==> config.mk <==
export PLATFORM = sky130hd
export DESIGN_NAME = ssi_port
export DESIGN_NICKNAME = d
export VERILOG_FILES = /design/src/rtl/ssi_pkg.sv /design/src/rtl/ssi_clkgen.sv /design/src/rtl/ssi_shifter.sv /design/src/rtl/ssi_port.sv
export SDC_FILE = /design/constraint.sdc
export NUM_CORES = 1
export LEC_CHECK = 0
export ABC_AREA = 1
export BUFFER_PORTS_ARGS = -buffer_cell sky130_fd_sc_hd__buf_2
export CORE_ASPECT_RATIO = 0.6
export CORE_MARGIN = 5
export CORE_UTILIZATION = 53
export DETAILED_ROUTE_END_ITERATION = 8
export PLACE_DENSITY = 0.77
export SYNTH_ARGS = -nofsm -noshare
export SYNTH_HDL_FRONTEND = slang
export SYNTH_SLANG_ARGS = --single-unit
==> constraint.sdc <==
create_clock -name clk -period 4.1 [get_ports clk]
set_clock_uncertainty 0.05 [all_clocks]
set_input_delay 0.41 -clock clk [delete_from_list [all_inputs] [get_ports clk]]
set_output_delay 0.41 -clock clk [all_outputs]
set_load 0.01 [all_outputs]
==> src/rtl/ssi_pkg.sv <==
package ssi_pkg;

  typedef enum logic [1:0] {
    ST_IDLE  = 2'd0,
    ST_RUN   = 2'd1,
    ST_STALL = 2'd2
  } ssi_state_e;

  // Level the shift clock rests at: the first edge of a bit must be the
  // sampling edge, so a rising launch edge implies a high rest level.
  function automatic logic sck_rest_level(input logic launch_on_fall);
    return !launch_on_fall;
  endfunction

  // Width of the bit counter for a given word size.
  function automatic int bitcnt_width(input int word_w);
    return (word_w > 2) ? $clog2(word_w) : 1;
  endfunction

endpackage

==> src/rtl/ssi_clkgen.sv <==
module ssi_clkgen #(
  parameter int DIV_W = 8
) (
  input  logic             clk,
  input  logic             rst_n,
  input  logic             run,
  input  logic [DIV_W-1:0] div,
  output logic             tick
);

  logic [DIV_W-1:0] cnt;

  assign tick = run && (cnt == div);

  always_ff @(posedge clk or negedge rst_n) begin
    if (!rst_n)
      cnt <= '0;
    else if (!run || tick)
      cnt <= '0;
    else
      cnt <= cnt + 1'b1;
  end

endmodule

==> src/rtl/ssi_shifter.sv <==
module ssi_shifter #(
  parameter int WIDTH = 8
) (
  input  logic             clk,
  input  logic             rst_n,
  input  logic             clear,
  input  logic             load,
  input  logic [WIDTH-1:0] load_data,
  input  logic             tick,
  input  logic             sdi,
  output logic [WIDTH-1:0] sh_data,
  output logic [WIDTH-1:0] done_data,
  output logic             sdo,
  output logic             phase,
  output logic             xmit_tick,
  output logic             byte_done
);

  localparam int CW = ssi_pkg::bitcnt_width(WIDTH);
  localparam logic [CW-1:0] LAST = CW'(WIDTH - 1);

  logic [CW-1:0] bitcnt;
  logic          samp;
  logic          samp_tick;

  assign samp_tick = tick && !phase;
  assign xmit_tick = tick && phase;
  assign byte_done = xmit_tick && (bitcnt == LAST);
  assign done_data = {sh_data[WIDTH-2:0], samp};

  always_ff @(posedge clk or negedge rst_n) begin
    if (!rst_n) begin
      sh_data <= '0;
      sdo     <= 1'b0;
      phase   <= 1'b0;
      bitcnt  <= '0;
      samp    <= 1'b0;
    end else if (clear) begin
      phase  <= 1'b0;
      bitcnt <= '0;
    end else if (load) begin
      sh_data <= load_data;
      sdo     <= load_data[WIDTH-1];
      phase   <= 1'b0;
      bitcnt  <= '0;
    end else if (samp_tick) begin
      samp  <= sdi;
      phase <= 1'b1;
    end else if (xmit_tick) begin
      sh_data <= done_data;
      phase   <= 1'b0;
      bitcnt  <= byte_done ? '0 : bitcnt + 1'b1;
      if (!byte_done) sdo <= sh_data[WIDTH-2];
    end
  end

  // outside launch edges and loads the output bit never moves
  assert_sdo_hold_R8: assert property (@(posedge clk) disable iff (!rst_n)
    (!xmit_tick && !load) |=> $stable(sdo));

endmodule

==> src/rtl/ssi_port.sv <==
module ssi_port #(
  parameter int WIDTH = 8,
  parameter int DIV_W = 8
) (
  input  logic             clk,
  input  logic             rst_n,
  input  logic             cfg_disable,
  input  logic             cfg_dir_tx,
  input  logic             cfg_tx_fall,
  input  logic             cfg_irq_en,
  input  logic [DIV_W-1:0] cfg_div,
  input  logic             tx_wr,
  input  logic [WIDTH-1:0] tx_data,
  input  logic             rx_rd,
  output logic [WIDTH-1:0] rx_data,
  output logic             ready,
  output logic             active,
  output logic             irq,
  output logic             sck,
  output logic             sdo,
  input  logic             sdi
);
  import ssi_pkg::*;

  ssi_state_e       state, state_nx;
  logic [WIDTH-1:0] buf_data;
  logic             buf_full;
  logic             en, run, tick, phase, xmit_tick, byte_done;
  logic [WIDTH-1:0] sh_data, done_data;
  logic             tx_load, rx_free, rx_xfer_run, rx_xfer_stall, xfer;

  assign en  = !cfg_disable;
  assign run = (state == ST_RUN);

  ssi_clkgen #(.DIV_W(DIV_W)) u_clk (
    .clk(clk), .rst_n(rst_n), .run(run), .div(cfg_div), .tick(tick)
  );

  ssi_shifter #(.WIDTH(WIDTH)) u_sh (
    .clk(clk), .rst_n(rst_n), .clear(cfg_disable), .load(tx_load),
    .load_data(buf_data), .tick(tick), .sdi(sdi), .sh_data(sh_data),
    .done_data(done_data), .sdo(sdo), .phase(phase),
    .xmit_tick(xmit_tick), .byte_done(byte_done)
  );

  // Buffer transfer events
  assign tx_load       = en && cfg_dir_tx && buf_full &&
                         ((state == ST_IDLE) || byte_done);
  assign rx_free       = !buf_full || rx_rd;
  assign rx_xfer_run   = en && !cfg_dir_tx && byte_done && rx_free;
  assign rx_xfer_stall = en && !cfg_dir_tx && (state == ST_STALL) && rx_free;
  assign xfer          = tx_load || rx_xfer_run || rx_xfer_stall;

  always_comb begin
    state_nx = state;
    if (!en) begin
      state_nx = ST_IDLE;
    end else begin
      unique case (state)
        ST_IDLE:  if (!cfg_dir_tx || buf_full) state_nx = ST_RUN;
        ST_RUN:   if (byte_done) begin
                    if (cfg_dir_tx) state_nx = buf_full ? ST_RUN : ST_IDLE;
                    else            state_nx = rx_free  ? ST_RUN : ST_STALL;
                  end
        ST_STALL: if (cfg_dir_tx)   state_nx = ST_IDLE;
                  else if (rx_free) state_nx = ST_RUN;
        default:  state_nx = ST_IDLE;
      endcase
    end
  end

  always_ff @(posedge clk or negedge rst_n) begin
    if (!rst_n) begin
      state    <= ST_IDLE;
      buf_data <= '0;
      buf_full <= 1'b0;
      irq      <= 1'b0;
    end else begin
      state <= state_nx;
      irq   <= xfer && cfg_irq_en;
      if (!en) begin
        buf_full <= 1'b0;
      end else if (cfg_dir_tx) begin
        if (tx_wr) begin
          buf_data <= tx_data;
          buf_full <= 1'b1;
        end else if (tx_load) begin
          buf_full <= 1'b0;
        end
      end else begin
        if (rx_xfer_run) begin
          buf_data <= done_data;
          buf_full <= 1'b1;
        end else if (rx_xfer_stall) begin
          buf_data <= sh_data;
          buf_full <= 1'b1;
        end else if (rx_rd) begin
          buf_full <= 1'b0;
        end
      end
    end
  end

  assign rx_data = buf_data;
  assign ready   = cfg_dir_tx ? buf_full : !buf_full;
  assign active  = (state != ST_IDLE);
  assign sck     = sck_rest_level(cfg_tx_fall) ^ phase;

  // disable forces the port inactive
  assert_disable_R1: assert property (@(posedge clk) disable iff (!rst_n)
    cfg_disable |=> !active);

  // outside a running transfer the clock rests at its idle level
  assert_sck_rest_R3: assert property (@(posedge clk) disable iff (!rst_n)
    (state != ST_RUN) |-> (sck == sck_rest_level(cfg_tx_fall)));

  // a held byte does not change while stalled
  assert_hold_R6: assert property (@(posedge clk) disable iff (!rst_n)
    ((state == ST_STALL) && $past(state == ST_STALL)) |-> $stable(sh_data));

  // a stall only exists while the receive buffer is occupied
  assert_no_overflow_R6: assert property (@(posedge clk) disable iff (!rst_n)
    ((state == ST_STALL) && !cfg_dir_tx) |-> buf_full);

  // the interrupt is a single-cycle pulse
  assert_irq_pulse_R7: assert property (@(posedge clk) disable iff (!rst_n)
    irq |=> !irq);

  // a write to an enabled transmit port marks the buffer ready
  assert_tx_ready_R9: assert property (@(posedge clk) disable iff (!rst_n)
    (tx_wr && cfg_dir_tx && en) |=> ready);

endmodule

# Word level (Yosys, flattened, before mapping)
# Cells that the tools add are included.
# totals
regBits,34
latchBits,0
n_memories,0
mem_bits_ro,0
in_bits,25
ramBits,0
# classes
n_shift,0
n_reduce_logical,39
eq_ne,12
order_cmp,0
div,0
muxes,38
n_addsub,2
bitwise,3
n_mul,0
# op_table
op,n
$mux 8,8
$mux 1,17
$mux 3,5
$mux 2,7
$logic_and 1x1->1,13
$reduce_and 3->1,4
$add 8x1->8 const B,1
$eq 8x8->1,1
$logic_not 1->1,6
$logic_or 1x1->1,6
$ne 3x3->1 const B,2
$pmux 2 s3,1
$reduce_bool 3->1,2
$reduce_bool 5->1,1
$ne 2x1->1 const B,2
$ne 4x2->1 const B,1
$ne 4x4->1 const B,1
$reduce_and 2->1,2
$reduce_and 4->1,1
$reduce_bool 2->1,2
$reduce_bool 4->1,1
$add 3x1->3 const B,1
$eq 3x3->1 const B,1
$ne 3x2->1 const B,1
other kinds (6),7

# Depth between registers and ports, before layout
# Gate-level depths: netlist of the first run.
# depth
depth_word,10
ltp_mapped,13
mapped_depth_nobuf,13

# Hierarchy
# A second synthesis of the first run with hierarchy kept.
# unflattened
hier_cells,304
area_unflattened_um2,2233.4
# by_module_without_submodules
mod,instances,cells_per_inst,area_each_um2,seq_area_each_um2
ssi_port,1,136,940.9,300.3
ssi_shifter,1,97,778.2,350.3
ssi_clkgen,1,71,514.2,200.2

# Worst setup path before layout of the first run
# OpenSTA, ideal clock, no wires.
# synth_path
path_type,in2reg
start,in cfg_div[7]
end,reg u_sh.sh_data[2]
path_stages,12
required_ns,3.933
setup_time_ns,0.117
path_buffers,1
arrival_time_ns,1.466
slack_ns,2.467
path_cell_list,inv_1 nand2_1 nand2_1 nor2_2 nand2_1 nor2_4 nand4_4 nand2_2 nand2_4 buf_2 o21ai_1 nor2_1
# synth_between
elab_chain_len,8
elab_cells_between_ends,11
# synth_lines
item,line_no,text
start: declaration,ssi_port.sv:11,"input logic [DIV_W-1:0] cfg_div,"
$eq 8x8->1 *,ssi_clkgen.sv:13,assign tick = run && (cnt == div);
$logic_and 1x1->1 *,ssi_clkgen.sv:13,
$logic_and 1x1->1,ssi_shifter.sv:27,assign xmit_tick = tick && phase;
$logic_and 1x1->1,ssi_shifter.sv:28,assign byte_done = xmit_tick && (bitcnt == LAST);
$logic_or 1x1->1,ssi_port.sv:48,((state == ST_IDLE) || byte_done);
$logic_and 1x1->1,ssi_port.sv:47,assign tx_load = en && cfg_dir_tx && buf_full &&
$ne 2x2->1 (no source line) or $reduce_bool 2->1 (tied branches),n/a,
$reduce_and 3->1 (no source line),n/a,
end signal: assignment,ssi_shifter.sv:42,sh_data <= load_data;
end signal: assignment,ssi_shifter.sv:50,sh_data <= done_data;
end: declaration,ssi_shifter.sv:11,"output logic [WIDTH-1:0] sh_data,"
# Mark *: on every way between the ends. The rest lies on a longest branch, timed or not.
# A chain may end at the register's enable or synchronous reset.

# Worst setup path after layout of the first run
# layout_path
start,reg u_sh.bitcnt[0]
end,reg buf_data[0] (netlist: rx_data[0])
# layout_between
elab_chain_len,6
elab_cells_between_ends,8
# layout_lines
item,line_no,text
start: declaration,ssi_shifter.sv:22,logic [CW-1:0] bitcnt;
start signal: assignment,ssi_shifter.sv:52,bitcnt <= byte_done ? '0 : bitcnt + 1'b1;
$eq 3x3->1 *,ssi_shifter.sv:28,
$logic_and 1x1->1 *,ssi_shifter.sv:28,
$logic_and 1x1->1 * (2 in series),ssi_port.sv:50,assign rx_xfer_run = en && !cfg_dir_tx && byte_done && rx_free;
$reduce_bool 3->1 (no source line) or $mux 8 (tied branches),n/a,
$reduce_and 3->1 (no source line) or $mux 8 (tied branches),n/a,
end signal: assignment,ssi_port.sv:85,buf_data <= tx_data;
end signal: assignment,ssi_port.sv:92,buf_data <= done_data;
end signal: assignment,ssi_port.sv:95,buf_data <= sh_data;
end: declaration,ssi_port.sv:26,logic [WIDTH-1:0] buf_data;
# Marks and branches as above.

==> results of run 1 <==
[synth_stat cells (2+ instances only)]
| cell | n | share of area, % |
|---|---|---|
| nand2_1 | 87 | 16 |
| nor2_1 | 51 | 9.3 |
| dfrtp_1 | 34 | 41 |
| inv_1 | 27 | 4.9 |
| nand3_1 | 27 | 6.6 |
| a21oi_1 | 13 | 3.2 |
| o21ai_1 | 8 | 1.9 |
| inv_2 | 6 | 1.1 |
| nor3_1 | 6 | 1.5 |
| o21ai_0 | 5 | 1.2 |
| ha_1 | 4 | 2.4 |
| nand2_2 | 4 | 1.2 |
| nor3b_1 | 3 | 1.1 |
| a21boi_1 | 2 | 0.73 |
| buf_2 | 2 | 0.49 |
| nand2_4 | 2 | 1.1 |
| o211ai_1 | 2 | 0.73 |
| o31ai_1 | 2 | 0.73 |
[area by class of cell]
type                            count  area (sq um)  share of cell area, %
Sequential cell                    34           851                   35.7
Tap cell                           47          58.8                   2.47
Clock buffer                        7          76.3                   3.21
Multi-Input combinational cell    223          1050                   44.2
Clock inverter                      1          30.0                   1.26
Timing Repair Buffer               37           185                   7.78
Inverter                           34           128                   5.36
[cell usage in the layout (no fill, tap or decap), types with 2 or more instances in the layout]
cell / netlist / routed
a21boi_1: 2 / 2
a21oi_1: 13 / 13
buf_2: 2 / 37
clkbuf_1: 1 / 2
clkbuf_8: 0 / 5
dfrtp_1: 34 / 34
ha_1: 4 / 4
inv_1: 27 / 27
inv_2: 6 / 6
nand2_1: 87 / 87
nand2_2: 4 / 4
nand2_4: 2 / 2
nand3_1: 27 / 27
nor2_1: 51 / 51
nor3_1: 6 / 6
nor3b_1: 3 / 3
o211ai_1: 2 / 2
o21ai_0: 5 / 5
o21ai_1: 8 / 8
o31ai_1: 2 / 2
[critical path, delay by kind of cell, from the launching register on]
kind / cells / cell delay [ns]
AO/OA/AOI/OAI: 1 / 0.63
adder cells (fa/ha/maj): 2 / 0.47
flip-flops: 1 / 0.39
AND/OR/NAND/NOR: 4 / 0.45
[routing by layer]
| metal | vias up | track usage (%) |
|---|---|---|
| met5 | - | 0 |
| met4 | 0 | 4.46 |
| met3 | 10 | 5.58 |
| met2 | 86 | 27.9 |
| met1 | 928 | 29.6 |
| li1 | 1014 | - |
[kinds of logic after synthesis]
| logic type | share of synthesized area [%] |
|---|---|
| xor gates and xnor gates | 0.852 |
| AOI/OAI and AO/OA | 8.52 |
| buffers and inverters | 7.43 |
| adders and majority gates | 2.43 |
| and+or+nand+nor | 39.4 |
| DFF | 41.4 |
[flip-flops by register name, summed over array words and instances, names as in the netlist, 2 cells and up]
register / flops
u_clk.cnt: 8
state: 2
rx_data: 8
u_sh.sh_data: 8
u_sh.bitcnt: 3
[worst paths after layout]
check	from	endpoint	slack, ns	depth (start not counted)
worst max register to register	u_sh.bitcnt[0]	rx_data[0]	2.05	7
max in group asynchronous	rst_n	state[0]	3.38	1
min in group clk	cfg_irq_en	irq	0.32	2
worst min register to register	rx_data[6]	rx_data[6]	0.45	2
worst min-delay path	rst_n	rx_data[6]	0.13	1
worst max-delay path	u_sh.bitcnt[0]	rx_data[0]	2.05	7
[power groups by stage]
stage | logic (mW) | clock network (mW) | registers, mW
after CTS | 0.237 | 0.305 | 0.467
final | 0.235 | 0.303 | 0.469
after detailed placement | 0.235 | 0 | 0.472
after global placement | 0.228 | 0 | 0.470
after global routing | 0.269 | 0.321 | 0.481
after floorplan | 0.148 | 0 | 0.467
==> flow_metrics.tcl, run 1 <==
set metrics [dict create \
    place_congestion 0.874 \
    start_util_pct 55.5 \
    cts_resized 0 \
    postCtsSetupRepairBufs 0 \
    p_leak_nw 1.29 \
    power_density_mw_per_mm2 423 \
    required_ns 4.28 \
    routed_via_density 5.32 \
    ios 38 \
    grt_use_total_pct 19.7 \
    drcViolationCount 0 \
    cts_tree "built" \
    drtIter0Drc 129 \
    p_seq_share_pct 46.5 \
    syn_nets 324 \
    path_common_cell "nand2_1" \
    core_area_sq_mm 0.00370 \
    switching_share_pct 32.6 \
    vdd_drop_max_uv 316 \
    cp_cell_sequence "ha_1, ha_1, nand4_4, nand2_1, a21boi_1, nand2_1, nand2_1" \
    status "complete, no violations" \
    syn_area_sq_mm 0.00206 \
    clock_sinks 34 \
    synthFlopType "dfrtp_1" \
    syn_to_final_growth_pct 15.8 \
    cts-htree-levels 2 \
    worstMarginPinSlew_ns 0.820 \
    fmax_ghz 0.488 \
    slew_violations 0 \
    clockBufferDepth 2 \
    hold_buffers 0 \
    wl_met3_um 410 \
    hold_slack_ns 0.128 \
    grt_pass1_vias 1720 \
    grt_max_degree 35 \
    maxSlewHeadroom_pct 45.2 \
    clkLatencyLatePin_ns 0.29 \
    drive_gt1_share_pct 17.6 \
    start_kind "flip-flop" \
    n_fill_cell 353 \
    clk_pin_slew_ns 0.07 \
    pre_cts_ws_ns 1.83 \
    wl_met1_um 2490 \
    async_reset_ff_share_pct 100 \
    hold_viol_final 0 \
    placed_cell_area_sq_mm 0.00227 \
    die_w_um 90.4 \
    share_comb_of_total_power_pct 23.4 \
    cp.arrival_ns 2.22 \
    rsz0062_at_grt "no" \
    vias 2038 \
    cp_slowest_cell "a21boi_1" \
    netSwitchingPower_mw 0.328 \
    internal_power_mw 0.679 \
    cts-root-buf "clkbuf_8" \
    cap_violations 0 \
    antennaDiodeCount 0 \
    wl_um 5080 \
    dp_hpwl_um 3750 \
    path_max_fanout 9 \
    yosys_warnings 0 \
    fin_cells 383 \
    wl_per_cell_um 13.3 \
    setup_tns_ns 0 \
    ys_seq_elements 34 \
    finalInstanceArea_sq_mm 0.00238 \
    syn_area_per_cell_sq_um 6.97 \
    overflow 0 \
    ant_nets 0 \
    hold_class "in -> async" \
    first_pass_iters 5 \
    port_buffers 37 \
    finalCritPeriodShare_pct 49.9 \
    die-area_sq_mm 0.00526 \
    grt_pass1_wl_um 8220 \
    fin_ws_ns 2.05 \
    antenna_found_initial 0 \
    period_needed_ns 2.05 \
    utilization_pct 64.3 \
    die_h_um 58.2 \
    synth_cells 295 \
    total_power_mw 1.01 \
    max_stage_delay_ns 0.63 \
    pwr-share-clk_pct 30.1 \
    routed.top_layer "met4" \
    criticalPathCategory "reg -> reg" \
    met2WireLength_um 2130 \
    end_kind "flip-flop" \
    finalSetupViolCount 0 \
    ys_seq_area_share_pct 41.4 \
    dp_cells 375 \
    synth_edf_count 0 \
    yosysUniqueCellTypes 28 \
    cts_buffers 5 \
    nets 364 \
    rows 17 \
]
No activity file was read; power rests on OpenSTA's default activity.
==> run 2: changes to the inputs <==
CORE_UTILIZATION = 50   (was 53)
PLACE_DENSITY = 0.76   (was 0.77)
clock period = 1.74 ns   (was 4.1 ns; I/O delays follow)
==> flow_metrics.tcl, run 2 (synthesized netlist as in run 1, its figures left out) <==
set metrics [dict create \
    netSwitchingPower_mw 0.892 \
    start_util_pct 51.0 \
    cap_violations 0 \
    pwr-share-clk_pct 25.0 \
    die-area_sq_mm 0.00554 \
    utilization_pct 70.7 \
    clockBufferDepth 2 \
    clock_sinks 34 \
    port_buffers 37 \
    cp.arrival_ns 1.98 \
    path_max_fanout 12 \
    overflow 0 \
    rows 18 \
    fin_ws_ns -0.0600 \
    place_congestion 0.858 \
    share_comb_of_total_power_pct 30.1 \
    switching_share_pct 35.9 \
    period_needed_ns 1.80 \
    first_pass_iters 5 \
    mostFrequentLayoutCells "nand2_1 (75), nor2_1 (43), buf_2 (37), dfrtp_1 (34), buf_4 (27)" \
    vias 2296 \
    rr_startpoint "u_clk.cnt[1]" \
    criticalPathCategory "reg -> reg" \
    clkLatencyLatePin_ns 0.29 \
    n_fill_cell 311 \
    slew_violations 0 \
    dp_cells 402 \
    grt_pass1_wl_um 9690 \
    worstMarginPinSlew_ns 0.783 \
    cts-root-buf "clkbuf_8" \
    maxSlewHeadroom_pct 47.6 \
    cts_tree "built" \
    hold_path_startpoint "cfg_irq_en" \
    grt_max_degree 35 \
    cts_buffers 5 \
    violations "setup timing" \
    p_seq_share_pct 44.9 \
    vdd_drop_max_uv 475 \
    finalSetupViolCount 20 \
    clk_pin_slew_ns 0.08 \
    nets 399 \
    antenna_found_initial 0 \
    required_ns 1.92 \
    drtIter0Drc 285 \
    start_kind "flip-flop" \
    ios 38 \
    grt_use_total_pct 22.6 \
    ant_nets 0 \
    die_h_um 59.7 \
    drcViolationCount 0 \
    p_leak_nw 1.51 \
    die_w_um 92.8 \
    cts-htree-levels 2 \
    fmax_ghz 0.556 \
    wl_per_cell_um 14.7 \
    status "complete, but fails checks" \
    antennaDiodeCount 0 \
    rsz0062_at_grt "yes" \
    grt_pass1_vias 2040 \
    finalCritPeriodShare_pct 103 \
    end_kind "flip-flop" \
    wl_um 6190 \
    worstSetupStartpoint "u_clk.cnt[1]" \
    setup_tns_ns -0.696 \
    internal_power_mw 1.59 \
    syn_to_final_growth_pct 38.6 \
    hold_viol_final 0 \
    drive_gt1_share_pct 34.0 \
    routed_via_density 5.45 \
    layout_commonest_cell "nand2_1" \
    core_area_sq_mm 0.00403 \
    fin_cells 421 \
    power_density_mw_per_mm2 873 \
    dp_hpwl_um 3920 \
    hold_class "in -> reg" \
]
[run 2: changes by cell type in the layout (fill, tap and decap cells not counted), moves of 5 or more]
cell / change
nor2_1: -8
buf_4: +27
nand2_2: +7
nand2_1: -12
nand2_4: +5
[run 2: layer usage]
layer	part of all wire (%)	GRT usage (%)	up-vias
li1	-	-	1099
met1	44	32.5	1052
met2	44	33.5	125
met3	9.4	5.03	20
met4	2.6	8.98	0
met5	0	0	-
[run 2: timing repair]
item                                   in CTS  in global routing
setup endpoints to repair                  19                 34
hold buffers                                1                  0
cloned                                      3                  0
pin swaps                                   8                 22
setup buffers                               5                  4
gates resized for setup                    17                 36
endpoints found under the hold margin      34                  0
[run 2: layout make-up]
| class | count | area, sq um | share of cell area [%] |
|---|---|---|---|
| Clock buffer | 6 | 82.6 | 2.90 |
| Clock inverter | 2 | 12.5 | 0.439 |
| Inverter | 34 | 133 | 4.66 |
| Multi-Input combinational cell | 226 | 1260 | 44.4 |
| Sequential cell | 34 | 851 | 29.9 |
| Tap cell | 50 | 62.6 | 2.20 |
| Timing Repair Buffer | 69 | 443 | 15.5 |
[run 2: power by group through the flow]
stage	logic [mW]	clock network [mW]	registers, mW
6_report	0.749	0.621	1.12
5_1_grt	0.835	0.666	1.14
4_1_cts	0.668	0.626	1.09
3_5_place_dp	0.619	0	1.11
3_3_place_gp	0.603	0	1.10
2_1_floorplan	0.350	0	1.10
[run 2: critical path, stage by stage (launching register included)]
cell     delay (ns)
dfrtp_1        0.41
nand2_1        0.10
nand2_2        0.08
nor2_4         0.12
nand2_2        0.09
nor2_4         0.14
nand4_4        0.15
nand2_4        0.17
nand2_4        0.14
nand2_1        0.14
o21ai_2        0.06
nor2_1         0.08
[run 2: worst paths after layout]
kind	end	slack, ns	cells past startpoint
max	u_sh.sh_data[3]	-0.06	11
min	irq	0.09	2
max reg2reg	u_sh.sh_data[3]	-0.06	11
min reg2reg	rx_data[6]	0.46	2
max in group asynchronous	buf_full	0.93	3
min in group asynchronous	u_sh.bitcnt[1]	0.40	3
[run 2: per-stage QoR]
stage          hold WS, ns  total power [mW]  cell area (sq um)  worst slack [ns]
2_1_floorplan       -0.172              1.45               2060             0.127
3_3_place_gp         0.175              1.70               2460            -0.165
3_5_place_dp         0.177              1.73               2460            -0.239
4_1_cts             0.0811              2.39               2700           -0.0430
5_1_grt             0.0899              2.64               2850            -0.201
6_report            0.0872              2.49               2850           -0.0600
